`src/rtl/vpf_pkg.sv`:
```
package vpf_pkg;

  typedef enum logic [1:0] {
    FMT_YC16  = 2'b00,
    FMT_DDR8  = 2'b01,
    FMT_YCC24 = 2'b10,
    FMT_RGB24 = 2'b11
  } fmt_e;

  // Edge select value that puts luma on the rising edge in DDR format
  localparam logic [1:0] LUMA_ON_RISE = 2'b11;

  // Reference window length counted after the leading full-scale word
  localparam int REF_TAIL = 3;

  function automatic logic fmt_is_422(fmt_e f);
    return (f == FMT_YC16) || (f == FMT_DDR8);
  endfunction

endpackage

```
`src/rtl/vpf_rst_sync.sv`:
```
module vpf_rst_sync #(
  parameter int STAGES = 2
) (
  input  logic clk,
  input  logic arst_n,
  output logic rst_n_o
);

  logic [STAGES-1:0] sync_q;
  logic [STAGES-1:0] sync_n;

  always_comb begin
    sync_n = {sync_q[STAGES-2:0], 1'b1};
  end

  always_ff @(posedge clk or negedge arst_n) begin
    if (!arst_n) begin
      sync_q <= '0;
    end else begin
      sync_q <= sync_n;
    end
  end

  assign rst_n_o = sync_q[STAGES-1];

endmodule

```
`src/rtl/vpf_capture.sv`:
```
module vpf_capture #(
  parameter int W = 8
) (
  input  logic         clk,
  input  logic         rst_n,
  input  logic         clr,
  input  logic [W-1:0] y_i,
  input  logic [W-1:0] c_i,
  input  logic [W-1:0] s_i,
  output logic [W-1:0] rise_y_o,
  output logic [W-1:0] fall_y_o,
  output logic [W-1:0] c_o,
  output logic [W-1:0] s_o,
  output logic         vld_o
);

  logic [W-1:0] rise_q, fall_q, c_q, s_q;
  logic         vld_q;
  logic         vld_n;

  always_comb begin
    vld_n = ~clr;
  end

  // Rising-edge bank: luma bus plus both side buses
  always_ff @(posedge clk or negedge rst_n) begin
    if (!rst_n) begin
      rise_q <= '0;
      c_q    <= '0;
      s_q    <= '0;
      vld_q  <= 1'b0;
    end else begin
      rise_q <= y_i;
      c_q    <= c_i;
      s_q    <= s_i;
      vld_q  <= vld_n;
    end
  end

  // Falling-edge bank: second word of a DDR pair
  always_ff @(negedge clk or negedge rst_n) begin
    if (!rst_n) begin
      fall_q <= '0;
    end else begin
      fall_q <= y_i;
    end
  end

  assign rise_y_o = rise_q;
  assign fall_y_o = fall_q;
  assign c_o      = c_q;
  assign s_o      = s_q;
  assign vld_o    = vld_q;

endmodule

```
`src/rtl/vpf_ref_track.sv`:
```
module vpf_ref_track #(
  parameter int W = 8
) (
  input  logic         clk,
  input  logic         rst_n,
  input  logic         clr,
  input  logic         en,
  input  logic         ref_en,
  input  logic         two_words,
  input  logic [W-1:0] word0,
  input  logic [W-1:0] word1,
  output logic         blk_o,
  output logic         det_o,
  output logic [W-1:0] xy_o
);

  import vpf_pkg::*;

  localparam int CW = $clog2(REF_TAIL + 1);
  localparam logic [CW-1:0] TAIL = CW'(REF_TAIL);
  localparam logic [CW-1:0] ONE  = CW'(1);

  logic [CW-1:0] win_q, win_n, win_v;
  logic          zok_q, zok_n, zok_v;
  logic          blk_v, det_v;
  logic [W-1:0]  xy_v;
  logic [W-1:0]  words [2];

  assign words[0] = word0;
  assign words[1] = word1;

  // Walk the words of this cycle in arrival order
  always_comb begin
    win_v = win_q;
    zok_v = zok_q;
    blk_v = 1'b0;
    det_v = 1'b0;
    xy_v  = '0;
    for (int k = 0; k < 2; k++) begin
      if ((k == 0) || two_words) begin
        if (win_v == '0) begin
          if (ref_en && (words[k] == {W{1'b1}})) begin
            win_v = TAIL;
            zok_v = 1'b1;
            blk_v = 1'b1;
          end
        end else begin
          blk_v = 1'b1;
          if (win_v == ONE) begin
            det_v = zok_v;
            xy_v  = words[k];
          end else begin
            zok_v = zok_v & (words[k] == '0);
          end
          win_v = win_v - ONE;
        end
      end
    end
  end

  always_comb begin
    if (clr) begin
      win_n = '0;
      zok_n = 1'b0;
    end else if (en) begin
      win_n = win_v;
      zok_n = zok_v;
    end else begin
      win_n = win_q;
      zok_n = zok_q;
    end
  end

  always_ff @(posedge clk or negedge rst_n) begin
    if (!rst_n) begin
      win_q <= '0;
      zok_q <= 1'b0;
    end else begin
      win_q <= win_n;
      zok_q <= zok_n;
    end
  end

  assign blk_o = en & blk_v;
  assign det_o = en & det_v;
  assign xy_o  = xy_v;

  // the window position only moves on captured words
  p_win_hold_r7: assert property (@(posedge clk) disable iff (!rst_n)
    (!en && !clr) |=> $stable(win_q));

endmodule

```
`src/rtl/vpf_out_map.sv`:
```
module vpf_out_map
  import vpf_pkg::*;
#(
  parameter int W = 8
) (
  input  logic         clk,
  input  logic         rst_n,
  input  logic         clr,
  input  fmt_e         fmt,
  input  logic         luma_rise,
  input  logic         vld,
  input  logic         blk,
  input  logic         det,
  input  logic [W-1:0] xy_i,
  input  logic [W-1:0] rise_y,
  input  logic [W-1:0] fall_y,
  input  logic [W-1:0] c_i,
  input  logic [W-1:0] s_i,
  output logic         valid_o,
  output logic [W-1:0] y_o,
  output logic [W-1:0] cb_o,
  output logic [W-1:0] cr_o,
  output logic         ph_o,
  output logic         trs_o,
  output logic [W-1:0] xy_o
);

  logic         is422;
  logic [W-1:0] luma, chroma;
  logic [W-1:0] y_n, cb_n, cr_n;
  logic         ph_n;
  logic         valid_n, trs_n, phase_n;

  logic         valid_q, trs_q, ph_q, phase_q;
  logic [W-1:0] y_q, cb_q, cr_q, xy_q;

  assign is422 = fmt_is_422(fmt);

  always_comb begin
    case (fmt)
      FMT_DDR8: begin
        luma   = luma_rise ? rise_y : fall_y;
        chroma = luma_rise ? fall_y : rise_y;
      end
      default: begin
        luma   = rise_y;
        chroma = c_i;
      end
    endcase
  end

  always_comb begin
    if (is422) begin
      y_n  = luma;
      cb_n = phase_q ? '0 : chroma;
      cr_n = phase_q ? chroma : '0;
      ph_n = phase_q;
    end else begin
      y_n  = rise_y;
      cb_n = c_i;
      cr_n = s_i;
      ph_n = 1'b0;
    end
  end

  always_comb begin
    valid_n = vld & ~blk & ~clr;
    trs_n   = det & ~clr;
    if (clr || trs_n) begin
      phase_n = 1'b0;
    end else if (valid_n && is422) begin
      phase_n = ~phase_q;
    end else begin
      phase_n = phase_q;
    end
  end

  always_ff @(posedge clk or negedge rst_n) begin
    if (!rst_n) begin
      valid_q <= 1'b0;
      trs_q   <= 1'b0;
      phase_q <= 1'b0;
      y_q     <= '0;
      cb_q    <= '0;
      cr_q    <= '0;
      ph_q    <= 1'b0;
      xy_q    <= '0;
    end else begin
      valid_q <= valid_n;
      trs_q   <= trs_n;
      phase_q <= phase_n;
      if (valid_n) begin
        y_q  <= y_n;
        cb_q <= cb_n;
        cr_q <= cr_n;
        ph_q <= ph_n;
      end
      if (trs_n) begin
        xy_q <= xy_i;
      end
    end
  end

  assign valid_o = valid_q;
  assign trs_o   = trs_q;
  assign y_o     = y_q;
  assign cb_o    = cb_q;
  assign cr_o    = cr_q;
  assign ph_o    = ph_q;
  assign xy_o    = xy_q;

  // a clear silences the strobes on the following cycle
  p_clr_quiet_r1: assert property (@(posedge clk) disable iff (!rst_n)
    clr |=> (!valid_q && !trs_q));

  // in a Cb slot the red-difference output carries zero
  p_cr_blank_r2: assert property (@(posedge clk) disable iff (!rst_n)
    (valid_q && is422 && !ph_q) |-> (cr_q == '0));

  // a flagged code leaves the chroma phase at Cb
  p_ref_phase_r4: assert property (@(posedge clk) disable iff (!rst_n)
    trs_q |-> !phase_q);

  // 4:4:4 pixels never report a red-difference phase
  p_444_phase_r5: assert property (@(posedge clk) disable iff (!rst_n)
    (valid_q && !is422) |-> !ph_q);

  // RGB never raises the reference flag
  p_rgb_no_ref_r6: assert property (@(posedge clk) disable iff (!rst_n)
    (fmt == FMT_RGB24) |-> !trs_q);

endmodule

```
`src/rtl/vpix_in_fmt.sv`:
```
module vpix_in_fmt #(
  parameter int W          = 8,
  parameter int RST_STAGES = 2
) (
  input  logic         clk,
  input  logic         arst_n,
  input  logic         sync_clr,
  input  logic [1:0]   fmt_sel,
  input  logic [1:0]   luma_edge_sel,
  input  logic [W-1:0] y_bus,
  input  logic [W-1:0] c_bus,
  input  logic [W-1:0] s_bus,
  output logic         pix_valid,
  output logic [W-1:0] out_y_g,
  output logic [W-1:0] out_cb_b,
  output logic [W-1:0] out_cr_r,
  output logic         out_cr_phase,
  output logic         ref_flag,
  output logic [W-1:0] ref_xy
);

  import vpf_pkg::*;

  logic         rst_n_s;
  logic         init_q;
  logic         clr_int;
  fmt_e         fmt_q, fmt_n;
  logic [1:0]   edge_q, edge_n;
  logic         ref_en, two_words, luma_rise;

  logic [W-1:0] rise_y, fall_y, c_q, s_q;
  logic         cap_vld;
  logic         blk, det;
  logic [W-1:0] xy_w;

  vpf_rst_sync #(.STAGES(RST_STAGES)) u_rst (
    .clk     (clk),
    .arst_n  (arst_n),
    .rst_n_o (rst_n_s)
  );

  // First cycle out of reset behaves as a clear so the settings load
  assign clr_int = sync_clr | ~init_q;

  always_comb begin
    fmt_n  = clr_int ? fmt_e'(fmt_sel) : fmt_q;
    edge_n = clr_int ? luma_edge_sel   : edge_q;
  end

  always_ff @(posedge clk or negedge rst_n_s) begin
    if (!rst_n_s) begin
      init_q <= 1'b0;
      fmt_q  <= FMT_YC16;
      edge_q <= 2'b00;
    end else begin
      init_q <= 1'b1;
      fmt_q  <= fmt_n;
      edge_q <= edge_n;
    end
  end

  assign ref_en    = (fmt_q != FMT_RGB24);
  assign two_words = (fmt_q == FMT_DDR8);
  assign luma_rise = (edge_q == LUMA_ON_RISE);

  vpf_capture #(.W(W)) u_cap (
    .clk      (clk),
    .rst_n    (rst_n_s),
    .clr      (clr_int),
    .y_i      (y_bus),
    .c_i      (c_bus),
    .s_i      (s_bus),
    .rise_y_o (rise_y),
    .fall_y_o (fall_y),
    .c_o      (c_q),
    .s_o      (s_q),
    .vld_o    (cap_vld)
  );

  vpf_ref_track #(.W(W)) u_ref (
    .clk       (clk),
    .rst_n     (rst_n_s),
    .clr       (clr_int),
    .en        (cap_vld),
    .ref_en    (ref_en),
    .two_words (two_words),
    .word0     (rise_y),
    .word1     (fall_y),
    .blk_o     (blk),
    .det_o     (det),
    .xy_o      (xy_w)
  );

  vpf_out_map #(.W(W)) u_map (
    .clk       (clk),
    .rst_n     (rst_n_s),
    .clr       (clr_int),
    .fmt       (fmt_q),
    .luma_rise (luma_rise),
    .vld       (cap_vld),
    .blk       (blk),
    .det       (det),
    .xy_i      (xy_w),
    .rise_y    (rise_y),
    .fall_y    (fall_y),
    .c_i       (c_q),
    .s_i       (s_q),
    .valid_o   (pix_valid),
    .y_o       (out_y_g),
    .cb_o      (out_cb_b),
    .cr_o      (out_cr_r),
    .ph_o      (out_cr_phase),
    .trs_o     (ref_flag),
    .xy_o      (ref_xy)
  );

  // latched settings move only on a clear
  p_mode_hold_r8: assert property (@(posedge clk) disable iff (!rst_n_s)
    !clr_int |=> ($stable(fmt_q) && $stable(edge_q)));

  // strobe and flag are exclusive
  p_excl_r9: assert property (@(posedge clk) disable iff (!rst_n_s)
    $onehot0({pix_valid, ref_flag}));

endmodule

```
`config.mk`:
```
export PLATFORM = sky130hd
export DESIGN_NAME = vpix_in_fmt
export DESIGN_NICKNAME = d
export VERILOG_FILES = /design/src/rtl/vpf_pkg.sv /design/src/rtl/vpf_rst_sync.sv /design/src/rtl/vpf_capture.sv /design/src/rtl/vpf_ref_track.sv /design/src/rtl/vpf_out_map.sv /design/src/rtl/vpix_in_fmt.sv
export SDC_FILE = /design/constraint.sdc
export NUM_CORES = 1
export LEC_CHECK = 0
export BUFFER_PORTS_ARGS = -buffer_cell sky130_fd_sc_hd__clkbuf_2
export CORE_ASPECT_RATIO = 0.75
export CORE_MARGIN = 2
export CORE_UTILIZATION = 45
export CTS_CLUSTER_SIZE = 30
export DETAILED_ROUTE_END_ITERATION = 7
export PLACE_DENSITY = 0.66
export SYNTH_ARGS = -nofsm -noshare
export SYNTH_HDL_FRONTEND = slang
export SYNTH_SLANG_ARGS = --single-unit
```
`constraint.sdc`:
```
create_clock -name clk -period 3.24 [get_ports clk]
set_clock_uncertainty 0.05 [all_clocks]
set_input_delay 0.324 -clock clk [delete_from_list [all_inputs] [get_ports clk]]
set_output_delay 0.324 -clock clk [all_outputs]
set_load 0.05 [all_outputs]
```
After elaboration in Yosys (flattened, before gate mapping)
Index checks and enable logic that the tools add are counted.

Output and inout port bits: 35. Word-level logic and storage cells: 95. Bits in registers: 79.

Equality and inequality tests: 7. Bitwise gates (word level): 12. Multiplexer cells: 43. Reductions and logical operators: 12. Add/sub/neg operators: 2.

Operator list (count): 2-to-1 mux 8 bit (14); 2-to-1 mux 1 bit (22); equality test 8 bit (second input constant) (2); logical NOT 8 bit (2); 2-to-1 mux 2 bit (7); AND 1 bit (7); equality test 2 x 1 -> 1 bit (second input constant) (3); logical NOT 2 bit (3); inverter 1 bit (4); nonzero test 2 bit (2); subtractor 2 x 1 -> 2 bit (second input constant) (2); logical AND 1 bit (3); equality test 2 bit (second input constant) (1); logical OR 1 bit (2); inequality test 2 bit (second input constant) (1); OR 1 bit (1).

Longest topological paths before layout
Gate-level depths: netlist (run 1).

Depth after elaboration: 14. Mapped depth: 7.

Modules after synthesis
Synthesis (run 1) repeated with hierarchy kept, for this count alone.

Cells, all modules: 267. Area, all modules: 3309.4 um^2.

Modules (own cells, without submodules): vpf_out_map (cells an instance 155, times used 1, area each 1744.2 um^2); vpf_capture (cells an instance 34, times used 1, area each 829.5 um^2); vpf_ref_track (cells an instance 60, times used 1, area each 451.7 um^2); vpix_in_fmt (cells an instance 15, times used 1, area each 230.2 um^2); vpf_rst_sync (cells an instance 3, times used 1, area each 53.8 um^2).

==> results of run 1 <==
metal layers:
| metal | vias to the layer above | GRT usage | share of wire |
|---|---|---|---|
| li1 | 1259 | - | - |
| met1 | 1303 | 0.283 | 0.48 |
| met2 | 77 | 0.302 | 0.45 |
| met3 | 14 | 0.0730 | 0.052 |
| met4 | 0 | 0.0423 | 0.018 |
| met5 | - | 0 | 0 |
cells by family after synthesis:
family / count (synthesis)
buffers and inverters: 20
muxes: 43
DFF: 79
and+or+nand+nor: 77
other: 1
AOI/OAI and AO/OA: 73
state kept, by name (all words and copies together), names as in the netlist, 2 cells and up:
name            count
u_rst.sync_q        2
u_map.cr_o          8
u_map.cb_o          8
u_cap.c_o           8
u_cap.rise_y_o      8
fmt_q               2
u_map.y_o           8
u_cap.s_o           8
u_cap.fall_y_o      8
u_map.xy_o          8
edge_q              2
u_ref.win_q         2
power by group through the flow:
stage / clock (mW) / sequential [mW] / combinational, mW
floorplan: 0 / 1.44 / 0.196
global placement: 0 / 1.19 / 0.603
detailed placement: 0 / 1.19 / 0.613
CTS: 0.664 / 1.17 / 0.620
global route: 0.711 / 1.19 / 0.657
finish: 0.641 / 1.17 / 0.622
through the flow:
| stage | std cells | total power [mW] | cell area (um2) | worst slack, ns |
|---|---|---|---|---|
| detailed placement | 468 | 1.80 | 4140 | -0.000855 |
| finish | 497 | 2.44 | 4440 | 0.0130 |
| CTS | 491 | 2.46 | 4380 | 0.0164 |
| global route | 497 | 2.55 | 4440 | -0.0348 |
| floorplan | 294 | 1.64 | 3620 | -0.0260 |
| global placement | 468 | 1.79 | 4140 | 0.0247 |
worst max-delay path: cells and delay by family, from the launching register on:
kind | cells | cell delay, ns
buf+inv | 1 | 0.18
simple gates | 3 | 0.55
mux | 1 | 0.31
flops | 1 | 0.41
worst max-delay path by stage:
stage / from / end / slack [ns]
final: u_cap.fall_y_o[2] / u_map.cr_o[5] / 0.01
after CTS: u_cap.fall_y_o[2] / u_map.cr_o[1] / 0.02
after global routing: u_cap.fall_y_o[2] / u_map.y_o[4] / -0.03
after detailed placement: u_cap.fall_y_o[4] / u_map.cr_o[5] / -0.0009
after global placement: u_cap.fall_y_o[6] / u_map.cb_o[7] / 0.02
after floorplan: u_cap.fall_y_o[3] / u_map.cb_o[0] / -0.03
what timing repair did:
action                                  in CTS  in global routing
hold buffers                                 7                  6
gates resized for setup                      0                  1
endpoints found under the setup margin       0                 26
hold endpoints to repair                     8                  6
synth_stat cells, drive strengths merged:
library cell,n,area (um2)
dfrtp,71,1780
mux2,41,533
o21ai,35,175
nand2,24,100
buf,10,72.6
nor3,10,50.1
a21oi,9,56.3
a21boi,8,60.1
a22o,8,70.1
and3,8,50.1
dfrtn,8,200
nor3b,7,52.6
nand4,6,43.8
clkbuf,5,18.8
nor2,4,15.0
nor2b,4,25.0
nor4,4,40.0
inv,3,11.3
nand2b,3,26.3
nor4b,3,32.5
a32o,2,20.0
clkinv,2,20.0
mux2i,2,20.0
o31ai,2,28.8
a21o,1,7.51
a221o,1,10.0
a22oi,1,7.51
and2,1,7.51
and4bb,1,12.5
conb,1,3.75
nand3,1,5.00
o2111ai,1,8.76
o211ai,1,7.51
o21a,1,7.51
o22a,1,8.76
o22ai,1,6.26
o311ai,1,8.76
or4,1,7.51
final cells by class:
type	count	share of cell area
clock inverter	4	0.00535
tap	105	0.0296
multi-input combinational	195	0.342
sequential	79	0.445
clock buffer	12	0.0327
inverter	5	0.00704
timing repair buffer	97	0.138
==> impl_metrics.csv, run 1 <==
group,metric,value,unit
power,p_leak,2.07,nW
synth,synth_fa_ha_area_frac,0,
global_route,antenna_found_initial,0,
power,seqPwrFrac,0.482,
place,gp_congestion,0.973,
run_status,status,"complete, no violations",
timing,hold_ws,0.0123,ns
die,std_cell_rows,28,
run,max_cap_viol_count,0,
timing,rsz0062_at_grt,"yes",
cts,clockRootBuffer,"clkbuf_8",
cts,clk_path_buf_depth,2,
synth,synth_top_family_by_area,"multiplexers",
timing,finalHoldViolCount,0,
route,viasPerCell,5.34,
power,p_int,1.60,mW
timing,worst_pin_slew,0.663,ns
final_layout,drive_above_1_share,0.385,
cts,post-cts-setup-buffers,0,
cts,htree_levels,3,
synth,synthXorXnorAreaFrac,0,
synth,synth_compound_area_frac,0.134,
place,port_buffers,65,
synth,ys_seq_area_frac,0.548,
final_layout,seq_area,1980,um2
timing,relSlewSlack,0.558,
power,power.switching,0.838,mW
timing,slew_viol_final,0,
cts,cts_sinks,79,
synth,synth_cell_types,51,
global_route,grt.total_usage,0.201,
die,core,7850,um2
synth,synth_area_per_cell,12.3,um2
worst_setup_path,crit_arrival,3.42,ns
cts,cts_tree,"done",
final_layout,diodes,0,
worst_hold_path,holdPathEnd,"u_cap.s_o[5]",
worst_setup_path,slowest_delay,0.41,ns
cts,cts_inserted_buffers,9,
synth,ys_ff_latch,79,
worst_setup_path,reg2reg_slack,0.01,ns
die,initial_core_util,0.460,
power,p_clk_frac,0.263,
worst_setup_path,end_kind,"flip-flop",
worst_setup_path,startpoint_type,"flip-flop",
worst_setup_path,path_cells,"nand4_1, nor3_2, nor4_4, buf_12, mux2_4",
route,dr_total_vias,2653,
die,die_area,8760,um2
route,wl_per_cell,16.7,um
route,routed_wl,8.29,mm
power,swShare,0.344,
worst_setup_path,crit_path_top_delay_cell,"dfrtn_1",
cts,worstSkewPairLatency,0.35,ns
worst_setup_path,worstReg2RegEnd,"u_map.cr_o[5]",
die,io_pins,66,
worst_hold_path,hp-start,"s_bus[5]",
synth,synthMuxAreaShare,0.153,
worst_hold_path,hold_path_depth,1,
final_layout,final_nets,418,
cts,clkTransAtPathRegs,0.08,ns
synth,synth_warnings,0,
route,drtIter0Drc,105,
global_route,grt_pass1_vias,2611,
power,p_per_area,548,nW/um2
global_route,grt_pass1_wl,13.1,mm
worst_setup_path,rr_startpoint,"u_cap.fall_y_o[2]",
worst_setup_path,rr_worst_depth,5,
power,combPwrFrac,0.255,
final_layout,multi_input_area,1520,um2
final_layout,layout_common_cells,"70 x dfrtp_1, 65 x clkbuf_2, 35 x o21ai_0",
route,drc,0,
route,first_pass_iters,4,
worst_hold_path,hp-class,"in2reg",
route,ant_nets,0,
timing,fin_setup_tns,0,ns
final_layout,fin_util,0.566,
power,peakVddDrop,0.000319,V
synth,syn_area,3610,um2
worst_setup_path,required,3.43,ns
final_layout,layout_commonest_cell,"dfrtp_1",
final_layout,syn_to_final_growth,23.1,%
worst_setup_path,worstPathMaxFanout,15,
die,die_h,81.5,um
global_route,grt_max_degree,45,
synth,yosys.area_share.simple,0.130,
timing,setup_viol_count_final,0,
global_route,gr-total-overflow,0,
place,post-dp-hpwl,5.82,mm
worst_setup_path,path_class,"reg2reg",
synth,synth_cells,293,
die,die_x,107,um
final_layout,num-fill-cells,676,
No activity file was read; power rests on OpenSTA's default activity.
==> run 2: changes to the inputs <==
--- a/config.mk
+++ b/config.mk
@@ -5,13 +5,12 @@
 export SDC_FILE = /design/constraint.sdc
 export NUM_CORES = 1
 export LEC_CHECK = 0
-export BUFFER_PORTS_ARGS = -buffer_cell sky130_fd_sc_hd__clkbuf_2
-export CORE_ASPECT_RATIO = 0.75
 export CORE_MARGIN = 2
-export CORE_UTILIZATION = 45
+export CORE_UTILIZATION = 32
 export CTS_CLUSTER_SIZE = 30
 export DETAILED_ROUTE_END_ITERATION = 7
-export PLACE_DENSITY = 0.66
+export DONT_BUFFER_PORTS = 1
+export PLACE_DENSITY = 0.45
 export SYNTH_ARGS = -nofsm -noshare
 export SYNTH_HDL_FRONTEND = slang
 export SYNTH_SLANG_ARGS = --single-unit
==> run 2 against run 1 <==
  * The run now ends with setup timing left
  * Wire length increased by 8.6%
  * Setup slack lost 0.074 ns
  * Via count shrank 9.0%
  * Sequential share of layout area down 0.39 points
  * Critical path type unchanged
  * Largest power group unchanged
==> impl_metrics.csv, run 2 (synthesis results as in run 1) <==
group,metric,value,unit
cts,clkTransAtPathRegs,0.06,ns
worst_setup_path,startpoint_type,"flip-flop",
worst_hold_path,hp-start,"luma_edge_sel[0]",
power,p_int,2.10,mW
worst_setup_path,worstReg2RegEnd,"u_map.cr_o[6]",
worst_setup_path,path_cells,"nand4_1, nor3_2, nor4_4, buf_12, mux2_4",
final_layout,design_area,4490,um2
global_route,antenna_found_initial,0,
timing,worst_pin_slew,0.609,ns
power,combPwrFrac,0.089,
place,gp_congestion,0.814,
timing,setup_ws,-0.0611,ns
route,routed_wl,9.00,mm
power,seqPwrFrac,0.490,
power,p_per_area,664,nW/um2
cts,cts_sinks,79,
worst_hold_path,holdPathEnd,"edge_q[0]",
timing,slew_viol_final,0,
cts,post-cts-setup-buffers,0,
worst_setup_path,end_kind,"flip-flop",
place,port_buffers,0,
worst_setup_path,required,3.40,ns
global_route,grt.total_usage,0.158,
die,die_x,110,um
worst_hold_path,hp-class,"in2reg",
cts,clockRootBuffer,"clkbuf_16",
worst_setup_path,slowest_delay,0.42,ns
die,die_area,12100,um2
cts,clk_path_buf_depth,2,
route,first_pass_iters,6,
cts,cts_tree,"done",
final_layout,layout_commonest_cell,"dfrtp_1",
power,swShare,0.295,
die,core,10900,um2
worst_setup_path,rr_startpoint,"u_cap.fall_y_o[7]",
route,drtIter0Drc,116,
power,power.switching,0.879,mW
worst_setup_path,crit_path_top_delay_cell,"dfrtn_1",
worst_setup_path,reg2reg_slack,-0.06,ns
run,max_cap_viol_count,0,
die,die_h,110,um
route,dr_total_vias,2413,
timing,relSlewSlack,0.594,
cts,htree_levels,3,
global_route,grt_max_degree,41,
global_route,grt_pass1_vias,2517,
power,p_clk_frac,0.421,
worst_hold_path,hold_path_depth,2,
worst_setup_path,rr_worst_depth,5,
power,peakVddDrop,0.000415,V
route,viasPerCell,5.07,
timing,finalHoldViolCount,0,
cts,worstSkewPairLatency,0.34,ns
global_route,grt_pass1_wl,14.2,mm
final_layout,drive_above_1_share,0.259,
final_layout,layout_common_cells,"70 x dfrtp_1, 35 x o21ai_0, 25 x dlygate4sd3_1",
timing,rsz0062_at_grt,"yes",
final_layout,diodes,0,
place,post-dp-hpwl,6.27,mm
worst_setup_path,path_class,"reg2reg",
power,total_power,2.98,mW
die,io_pins,66,
power,p_leak,1.91,nW
run_status,violations,"setup timing",
die,std_cell_rows,38,
global_route,gr-total-overflow,0,
route,wl_per_cell,18.9,um
place,place_area,3850,um2
route,drc,0,
final_layout,final_nets,362,
worst_setup_path,crit_arrival,3.47,ns
timing,setup_viol_count_final,26,
run_status,status,"finished with violations",
die,initial_core_util,0.330,
final_layout,fin_util,0.410,
cts,cts_inserted_buffers,9,
final_layout,num-fill-cells,1058,
worst_setup_path,worstPathMaxFanout,13,
final_layout,syn_to_final_growth,24.3,%
route,ant_nets,0,
[run 2: changes by cell type in the layout (fill, tap and decap cells not counted), sizes merged]
cell,change
dlygate4sd3,+12
clkbuf,-66
bufinv,+4
buf,-3
clkinv,-3
[run 2: cell type report]
class	count	area, um2	share of cell area
tap	140	175	0.0391
clock buffer	11	243	0.0541
clock inverter	5	129	0.0287
multi-input combinational	195	1530	0.341
inverter	5	31.3	0.00697
sequential	79	1980	0.442
timing repair buffer	41	395	0.0881
[run 2: stage by stage]
step	setup TNS, ns	worst slack, ns	cells	hold slack (ns)
after floorplan	-0.438	-0.0260	294	-0.0216
after global placement	-0.730	-0.0334	435	-0.0215
after detailed placement	-1.08	-0.0549	435	-0.0215
after CTS	-0.895	-0.0467	476	0.0386
after global routing	-2.86	-0.120	476	0.0449
final	-1.18	-0.0611	476	0.0516
[run 2: timing repair]
| item | 4_1_cts | 5_1_grt |
|---|---|---|
| hold endpoints to repair | 26 | 0 |
| setup endpoints to repair | 26 | 27 |
| resized for setup | 0 | 3 |
| pin swaps | 3 | 1 |
| hold buffers | 25 | 0 |
[run 2: power groups by stage]
stage	clock [mW]	combinational, mW	sequential (mW)
2_1_floorplan	0	0.196	1.44
3_3_place_gp	0	0.241	1.48
3_5_place_dp	0	0.244	1.48
4_1_cts	1.29	0.269	1.47
5_1_grt	1.33	0.292	1.48
6_report	1.25	0.265	1.46
[run 2: worst max-delay path: cells and delay by family (launching register included)]
| family | cells | cell delay, ns |
|---|---|---|
| AND/OR/NAND/NOR | 3 | 0.60 |
| flip-flops | 1 | 0.42 |
| multiplexers | 1 | 0.29 |
| buffers and inverters | 1 | 0.18 |
[run 2: worst max path at each step]
stage	start	end	cells past startpoint
global route	u_cap.fall_y_o[2]	u_map.cb_o[7]	5
global placement	u_cap.fall_y_o[2]	u_map.cb_o[0]	5
CTS	u_cap.fall_y_o[6]	u_map.cr_o[6]	5
finish	u_cap.fall_y_o[7]	u_map.cr_o[6]	5
detailed placement	u_cap.fall_y_o[2]	u_map.cr_o[6]	5
floorplan	u_cap.fall_y_o[3]	u_map.cb_o[0]	5
[run 2: per-layer routing]
metal	track usage	part of all wire
met1	0.213	0.46
met3	0.0611	0.072
met5	0	0
met2	0.230	0.45
met4	0.0536	0.018
